File: src/rtl/l2_miss_guess.sv
module l2_miss_guess #(
  parameter int M  = 8,
  parameter int CW = $clog2(M + 1)
) (
  input  logic          clk,
  input  logic          rst_n,
  input  logic          mode_sel,
  input  logic [CW-1:0] thresh,
  input  logic          pred_req,
  output logic          pred_miss,
  output logic [M-1:0]  pred_hist,
  input  logic          upd_valid,
  input  logic [M-1:0]  upd_hist,
  input  logic          upd_l2miss
);
  localparam int ENT = 1 << M;
  localparam int WW  = (M > 1) ? $clog2(M) : 1;
  localparam logic [WW-1:0] WLAST = WW'(M - 1);
  localparam logic [CW-1:0] CMAX  = CW'(M);

  logic [1:0]    tbl [ENT];
  logic [M-1:0]  hist;
  logic          mode_q;
  logic [WW-1:0] win;
  logic [CW-1:0] mcnt;
  logic          verdict;

  wire chg     = mode_sel != mode_q;
  wire win_end = pred_req && (win == WLAST);
  wire [CW-1:0] mcnt_nx = (upd_valid && upd_l2miss && mcnt != CMAX) ? mcnt + 1'b1 : mcnt;

  assign pred_hist = hist;
  assign pred_miss = mode_sel ? verdict : tbl[hist][1];

  always_ff @(posedge clk or negedge rst_n) begin
    if (!rst_n) begin
      for (int i = 0; i < ENT; i++) tbl[i] <= 2'b01;
    end else if (chg) begin
      for (int i = 0; i < ENT; i++) tbl[i] <= 2'b01;
    end else if (upd_valid) begin
      if (upd_l2miss && tbl[upd_hist] != 2'b11)
        tbl[upd_hist] <= tbl[upd_hist] + 2'b01;
      else if (!upd_l2miss && tbl[upd_hist] != 2'b00)
        tbl[upd_hist] <= tbl[upd_hist] - 2'b01;
    end
  end

  always_ff @(posedge clk or negedge rst_n) begin
    if (!rst_n) begin
      mode_q  <= 1'b0;
      hist    <= '0;
      win     <= '0;
      mcnt    <= '0;
      verdict <= 1'b0;
    end else begin
      mode_q <= mode_sel;
      if (chg) begin
        hist    <= '0;
        win     <= '0;
        mcnt    <= '0;
        verdict <= 1'b0;
      end else begin
        if (upd_valid) hist <= {hist[M-2:0], upd_l2miss};
        if (win_end) begin
          win     <= '0;
          mcnt    <= '0;
          verdict <= mcnt_nx > thresh;
        end else begin
          if (pred_req) win <= win + 1'b1;
          mcnt <= mcnt_nx;
        end
      end
    end
  end

  assert_miss_cnt_cap_R7: assert property (@(posedge clk) disable iff (!rst_n)
    mcnt <= CMAX);

  assert_win_range_R5: assert property (@(posedge clk) disable iff (!rst_n)
    win <= WLAST);

  assert_win_restart_R5: assert property (@(posedge clk) disable iff (!rst_n)
    (win_end && !chg) |=> (win == '0 && mcnt == '0));

  assert_win_step_R5: assert property (@(posedge clk) disable iff (!rst_n)
    (pred_req && !win_end && !chg) |=> (win == $past(win) + 1'b1));

  assert_verdict_held_R6: assert property (@(posedge clk) disable iff (!rst_n)
    (!win_end && !chg) |=> $stable(verdict));

  assert_mode_wipe_R8: assert property (@(posedge clk) disable iff (!rst_n)
    chg |=> (hist == '0 && win == '0 && mcnt == '0 && !verdict));
endmodule

File: config.mk
export PLATFORM = sky130hd
export DESIGN_NAME = l2_miss_guess
export DESIGN_NICKNAME = d
export VERILOG_FILES = /design/src/rtl/l2_miss_guess.sv
export SDC_FILE = /design/constraint.sdc
export NUM_CORES = 1
export LEC_CHECK = 0
export BUFFER_PORTS_ARGS = -buffer_cell sky130_fd_sc_hd__buf_2
export CAP_MARGIN = 20
export CORE_UTILIZATION = 25
export CTS_CLUSTER_DIAMETER = 50
export DETAILED_ROUTE_END_ITERATION = 10
export GPL_ROUTABILITY_DRIVEN = 0
export PLACE_DENSITY = 0.52
export SYNTH_ARGS = -nofsm -noshare
export SYNTH_HDL_FRONTEND = slang
export SYNTH_SLANG_ARGS = --single-unit
File: constraint.sdc
create_clock -name clk -period 4.79 [get_ports clk]
set_clock_uncertainty 0.15 [all_clocks]
set_input_delay 0.958 -clock clk [delete_from_list [all_inputs] [get_ports clk]]
set_output_delay 0.958 -clock clk [all_outputs]
set_load 0.05 [all_outputs]
=== Word level (Yosys, flattened, before mapping) ===
Index checks and enable logic that the tools add are counted.

* Register bits after elaboration: 529
* Logic and storage cells: 313
* Input port bits: 18

* Reduce and logical (&&, ||, !) cells: 13
* Multiplexer cells: 25
* Bitwise logic cells: 2
* Add/subtract/negate cells: 4
* Equality and inequality tests: 4
* Magnitude comparators: 4

{| class="wikitable"
|+ Operators with widths
! kind !! number
|-
| 512-bit 2-to-1 mux || 4
|-
| 512-bit bitwise mux || 2
|-
| 2-bit binary-select mux with 8-bit select || 2
|-
| 9-bit greater-or-equal comparator (second input constant) || 2
|-
| 8-bit inverter with 9-bit output || 2
|-
| 2-bit demux with 8-bit select || 1
|-
| 8-bit 2-to-1 mux || 2
|-
| 4-bit 2-to-1 mux || 3
|-
| 2-bit 2-to-1 mux || 5
|-
| 9-bit by 1-bit less-than comparator with 1-bit output (second input constant) || 1
|-
| 3-bit 2-to-1 mux || 3
|-
| 1-bit logical AND || 6
|-
| 2-bit nonzero test || 3
|-
| 3-bit nonzero test || 2
|-
| 4-bit by 1-bit adder with 4-bit output (second input constant) || 1
|-
| 4-bit > comparator || 1
|-
| 4-bit inequality test (second input constant) || 1
|-
| 3-bit by 1-bit adder with 3-bit output (second input constant) || 1
|-
| 3-bit == test (second input constant) || 1
|-
| 1-bit 2-to-1 mux || 3
|-
| 2-bit by 1-bit adder with 2-bit output (second input constant) || 1
|-
| 2-bit inequality test (second input constant) || 1
|-
| 2-bit AND reduction || 1
|-
| 2-bit by 1-bit subtractor with 2-bit output (second input constant) || 1
|-
| 2 further kinds || 2
|}

=== Logic depth before layout (Yosys ltp) ===
* Word-level depth: 10
* Mapped depth: 21

=== Worst setup path after synthesis ===
Ideal clock, no wire load.

* Path kind: input-to-reg
* Start: in upd_hist[0]
* End: reg tbl[479] (netlist bit)
* Setup time: 0.130 ns
* Setup slack: -1.116 ns
* Data required time: 4.510 ns
* Data arrival time: 5.626 ns
* Cell stages on the path: 20
* Cells stage by stage: buf_6 -> buf_12 -> buf_4 -> buf_2 -> buf_2 -> mux4_2 -> mux4_2 -> a22oi_1 -> a21oi_1 -> or4_1 -> ha_1 -> nor2b_1 -> o21a_1 -> clkbuf_1 -> nand2_1 -> nor3_1 -> clkbuf_1 -> nand2_1 -> nand3_1 -> o21ai_0

* Cells in the longest elaborated chain, start to end: 10
* Elaborated cells on any way between the ends: 23
* Classes of those cells: add/sub (2); order compare (2); eq/ne (1); mux (11); bitwise (1); reduce/logical (6)

{| class="wikitable"
|+ Ends and longest elaborated chain
! element !! line !! text
|-
| start, declared || 13 || <nowiki>input logic [M-1:0] upd_hist,</nowiki>
|-
| 8-bit inverter with 9-bit output (not written as such) (*) || - ||
|-
| 2-bit binary-select mux with 8-bit select, or another cell as far along || - ||
|-
| 2-bit 2-to-1 mux (not written as such) / 1-bit logical AND (equally long branches) || - ||
|-
| 2-bit 2-to-1 mux (on tied branches) || - ||
|-
| 2-bit by 1-bit subtractor with 2-bit output / 2-bit demux with 8-bit select (equally long branches) || 44, 42 ||
|-
| 512-bit bitwise mux || 44 || <nowiki>tbl[upd_hist] <= tbl[upd_hist] - 2'b01;</nowiki>
|-
| 512-bit 2-to-1 mux || 43 || <nowiki>else if (!upd_l2miss && tbl[upd_hist] != 2'b00)</nowiki>
|-
| 512-bit 2-to-1 mux || 41 || <nowiki>if (upd_l2miss && tbl[upd_hist] != 2'b11)</nowiki>
|-
| 512-bit 2-to-1 mux || 40 || <nowiki>end else if (upd_valid) begin</nowiki>
|-
| 512-bit 2-to-1 mux || 38 || <nowiki>end else if (chg) begin</nowiki>
|-
| end signal, assigned by index || 42 || <nowiki>tbl[upd_hist] <= tbl[upd_hist] + 2'b01;</nowiki>
|-
| end signal, assigned by index || 44 ||
|-
| end, declared || 21 || <nowiki>logic [1:0] tbl [ENT];</nowiki>
|}

Mark *: on every way between the ends. The rest lies on a longest branch, timed or not. The select of a mux whose other input is x is not followed.
A chain may end at the register's enable or synchronous reset.

=== Worst setup path after layout ===
* Start: in upd_hist[0]
* End: reg tbl[443] (netlist bit)

The elaborated chain is that of the path after synthesis.

==> results.cfg <==
[pwr]
power.total_mw = 11.48
internal_power_mw = 8.387
p_leak_nw = 13.76
sw_frac_of_total_pct = 26.96
p_switching_mw = 3.096
pwr-share-comb_pct = 9.6
ir_drop_v = 0.0002549
p_per_area_nw_per_um2 = 322.7
pwr-share-seq_pct = 39.3
p_clk_share_pct = 51.1

[finish]
area.growth.synth_to_final_pct = 25.04
layout-drive-gt1-share_pct = 33.28
layout_common_cells = nand3_1 (483), nand2_1 (442), dfrtp_1 (269), dfstp_2 (256), o21ai_0 (241)
stdcell_area_sq_um = 35590
layout.cells.most_common = nand3_1
nNetsFinal = 2941
finalNonFillerCells = 4479

[synthesis]
synthAdderAreaFrac_pct = 0.4396
syn-num-nets = 2842
synth.cell_area_sq_um = 28460
synth_edf_count = 0
synthFlopType = dfrtp_1
synthTopCellsByArea = dfrtp_1 (24%), dfstp_2 (24%), mux4_2 (15%), nand3_1 (8.8%), nand2_1 (6.2%)
synth-simple-area-share_pct = 19.78
synth_top_area_share_pct = 24.00
synth_compound_area_share_pct = 9.931
synth_xor_area_share_pct = 0.1846
yosysSeqAreaShare_pct = 47.64
synth-seq-cells = 529
yosysWarnings = 0
syn_inst = 2814
yosys.area.top_type = dfrtp_1
synth_mux_area_share_pct = 18.13
synth.distinct_cells = 53
synth_top_family_by_area = simple AND/OR/NAND/NOR gates
synth-async-reset-ratio_pct = 100.0
syn_area_per_cell_sq_um = 10.11

[clocking]
cts-buffers-inserted = 77
root_buffer = clkbuf_16
clk_latency_ns = 0.65
cts.htree.levels = 3
cts_sinks = 529
cts_tree = built
cts_buffer_depth = 3
path_clk_slew_ns = 0.06

[global_route]
grt_pass1_wl_microns = 148600
busiest_layer = met2
track_usage_pct = 16.55
grt-ovfl-total = 0
use_met2_pct = 25.50
met3_usage_pct = 2.627
grt.met1_usage_pct = 23.59
antenna_found_initial = 1
first_global_vias = 22977
grt_max_degree = 176

[worst_setup_path]
path_cells = buf_16, clkbuf_16, mux4_2, mux4_2, mux4_2, a32o_2, or4_4, ha_4, nor2b_4, o21a_1, buf_12, nand2_4, nor3_4, clkbuf_16, nand2_1, nand3_1, o21ai_0
worstReg2RegEnd = tbl[443]
worst-path-stages = 17
end_kind = flop
cp.required_ns = 5.11
critical_path.max_stage_delay_ns = 0.56
startpoint_type = primary input
critPathKind = primary input to flop
path_delay_family = multiplexers
reg2reg_slack_ns = 0.29
timing.rr.start = tbl[479]
arrival_ns = 5.05
crit_path_top_delay_cell = mux4_2
r2r.worst_path.cells = 15
crit_path_frequent_cell = mux4_2
crit_fanout = 8
cp_num_buf_inv = 4

[timing]
hold_viol_final = 0
tightest_slew_ns = 1.060
fmax_ghz = 0.2113
relSlewSlack_pct = 29.30
fin_tns_setup_ns = 0
finalWorstPathRequiredPeriod_ns = 4.732
finalMaxSlewViolations = 0
setup_viol = 0
fin_crit_sh_pct = 98.79
timing.final.ws_setup_ns = 0.05788

[floorplan]
core_sq_um = 112700
start_util_pct = 25.26
die_w_microns = 339.4
row_count = 123
die_h_microns = 339.4
die_area_sq_um = 115200
ios = 27

[routing]
drtIter0Drc = 2167
routedWlPerCell_microns = 21.97
vias = 23804
drc = 0
wirelength_microns = 98420
viasPerCell = 5.315
first_pass_iters = 6
ant_nets = 0

[placed_design]
dp_hpwl_microns = 62550
io_buffer_count = 26
placed_area_sq_um = 32250
pre_cts_ws_ns = -0.7157
dp.cells = 4304

[hold_path]
hp-class = primary input to async pin

[status]
outcome = finished clean

[flow_run]
drv_cap = 0
## layer usage
metal  up-vias  wire length [microns]
met1     12178                  44300
met3       161                   6427
li1      10618                      -
met5         -                      0
met2       847                  45020
met4         0                   2669
## synth_stat cells, drive strengths merged, types with 2 or more instances
cell type and instances:
buf 73, nand3b 5, o311ai 2, a21oi 5, mux2i 56, a211o 4
nand2b 10, a311oi 4, o31ai 4, a22o 6, and2 2, nand3 498
o211ai 66, nand4b 2, nor2b 17, nor3 105, a22oi 10, mux2 8
a31oi 82, o221ai 2, nor4 8, inv 9, nand4 2, xor2 2
nand2 473, dfrtp 273, or4 3, or3 4, o21ai 260, ha 10
mux4 199, dfstp 256, clkbuf 189, xnor2 4, o22ai 27, nor2 124
## power groups by stage
stage | Clock [mW] | Combinational [mW] | Sequential, mW
after CTS | 5.98 | 1.08 | 4.51
after global placement | 0 | 1.06 | 4.58
final | 5.87 | 1.10 | 4.51
after detailed placement | 0 | 1.06 | 4.58
after global routing | 6.16 | 1.17 | 4.51
after floorplan | 0 | 0.556 | 4.58
## metrics by stage
stage / util, % / hold slack, ns
6_report: 31.59 / 0.2185
5_1_grt: 31.59 / 0.3125
2_1_floorplan: - / 0.3118
3_3_place_gp: 28.63 / 0.3221
3_5_place_dp: 28.63 / 0.3258
4_1_cts: 31.07 / 0.2581
## logic make-up after synthesis
| group | after synthesis |
|---|---|
| AND/OR/NAND/NOR | 1256 |
| adder cells (fa/ha/maj) | 10 |
| multiplexers | 263 |
| XOR/XNOR | 6 |
| flip-flops | 529 |
| buffers and inverters | 271 |
| AO/OA/AOI/OAI | 479 |
## repair_timing
action | CTS | global route
hold buffers | 0 | 0
gates resized for setup | 9 | 67
pin swaps | 0 | 17
setup endpoints to repair | 28 | 470
cloned | 0 | 8
setup buffers | 5 | 17
## layout make-up
cell class / count / area [sq um]
Clock buffer: 100 / 2125
Fill cell: 11451 / 77070
Timing Repair Buffer: 282 / 3022
Clock inverter: 44 / 539.3
Tap cell: 1500 / 1877
Sequential cell: 529 / 13570
Inverter: 9 / 33.78
Antenna cell: 1 / 2.502
Multi-Input combinational cell: 2014 / 14420
## sequential cells by signal (all words and copies together), names as in the netlist
signal	cells
win	3
mcnt	4
tbl	512
pred_hist	8
verdict	1
mode_q	1
## how the worst max path moves through the flow
stage,startpoint,endpoint
after global placement,upd_hist[0],tbl[407]
after CTS,upd_hist[0],tbl[407]
after floorplan,upd_hist[0],tbl[465]
final,upd_hist[0],tbl[443]
after global routing,upd_hist[0],tbl[402]
after detailed placement,upd_hist[0],tbl[407]
Power figures use the tool's default switching activity.
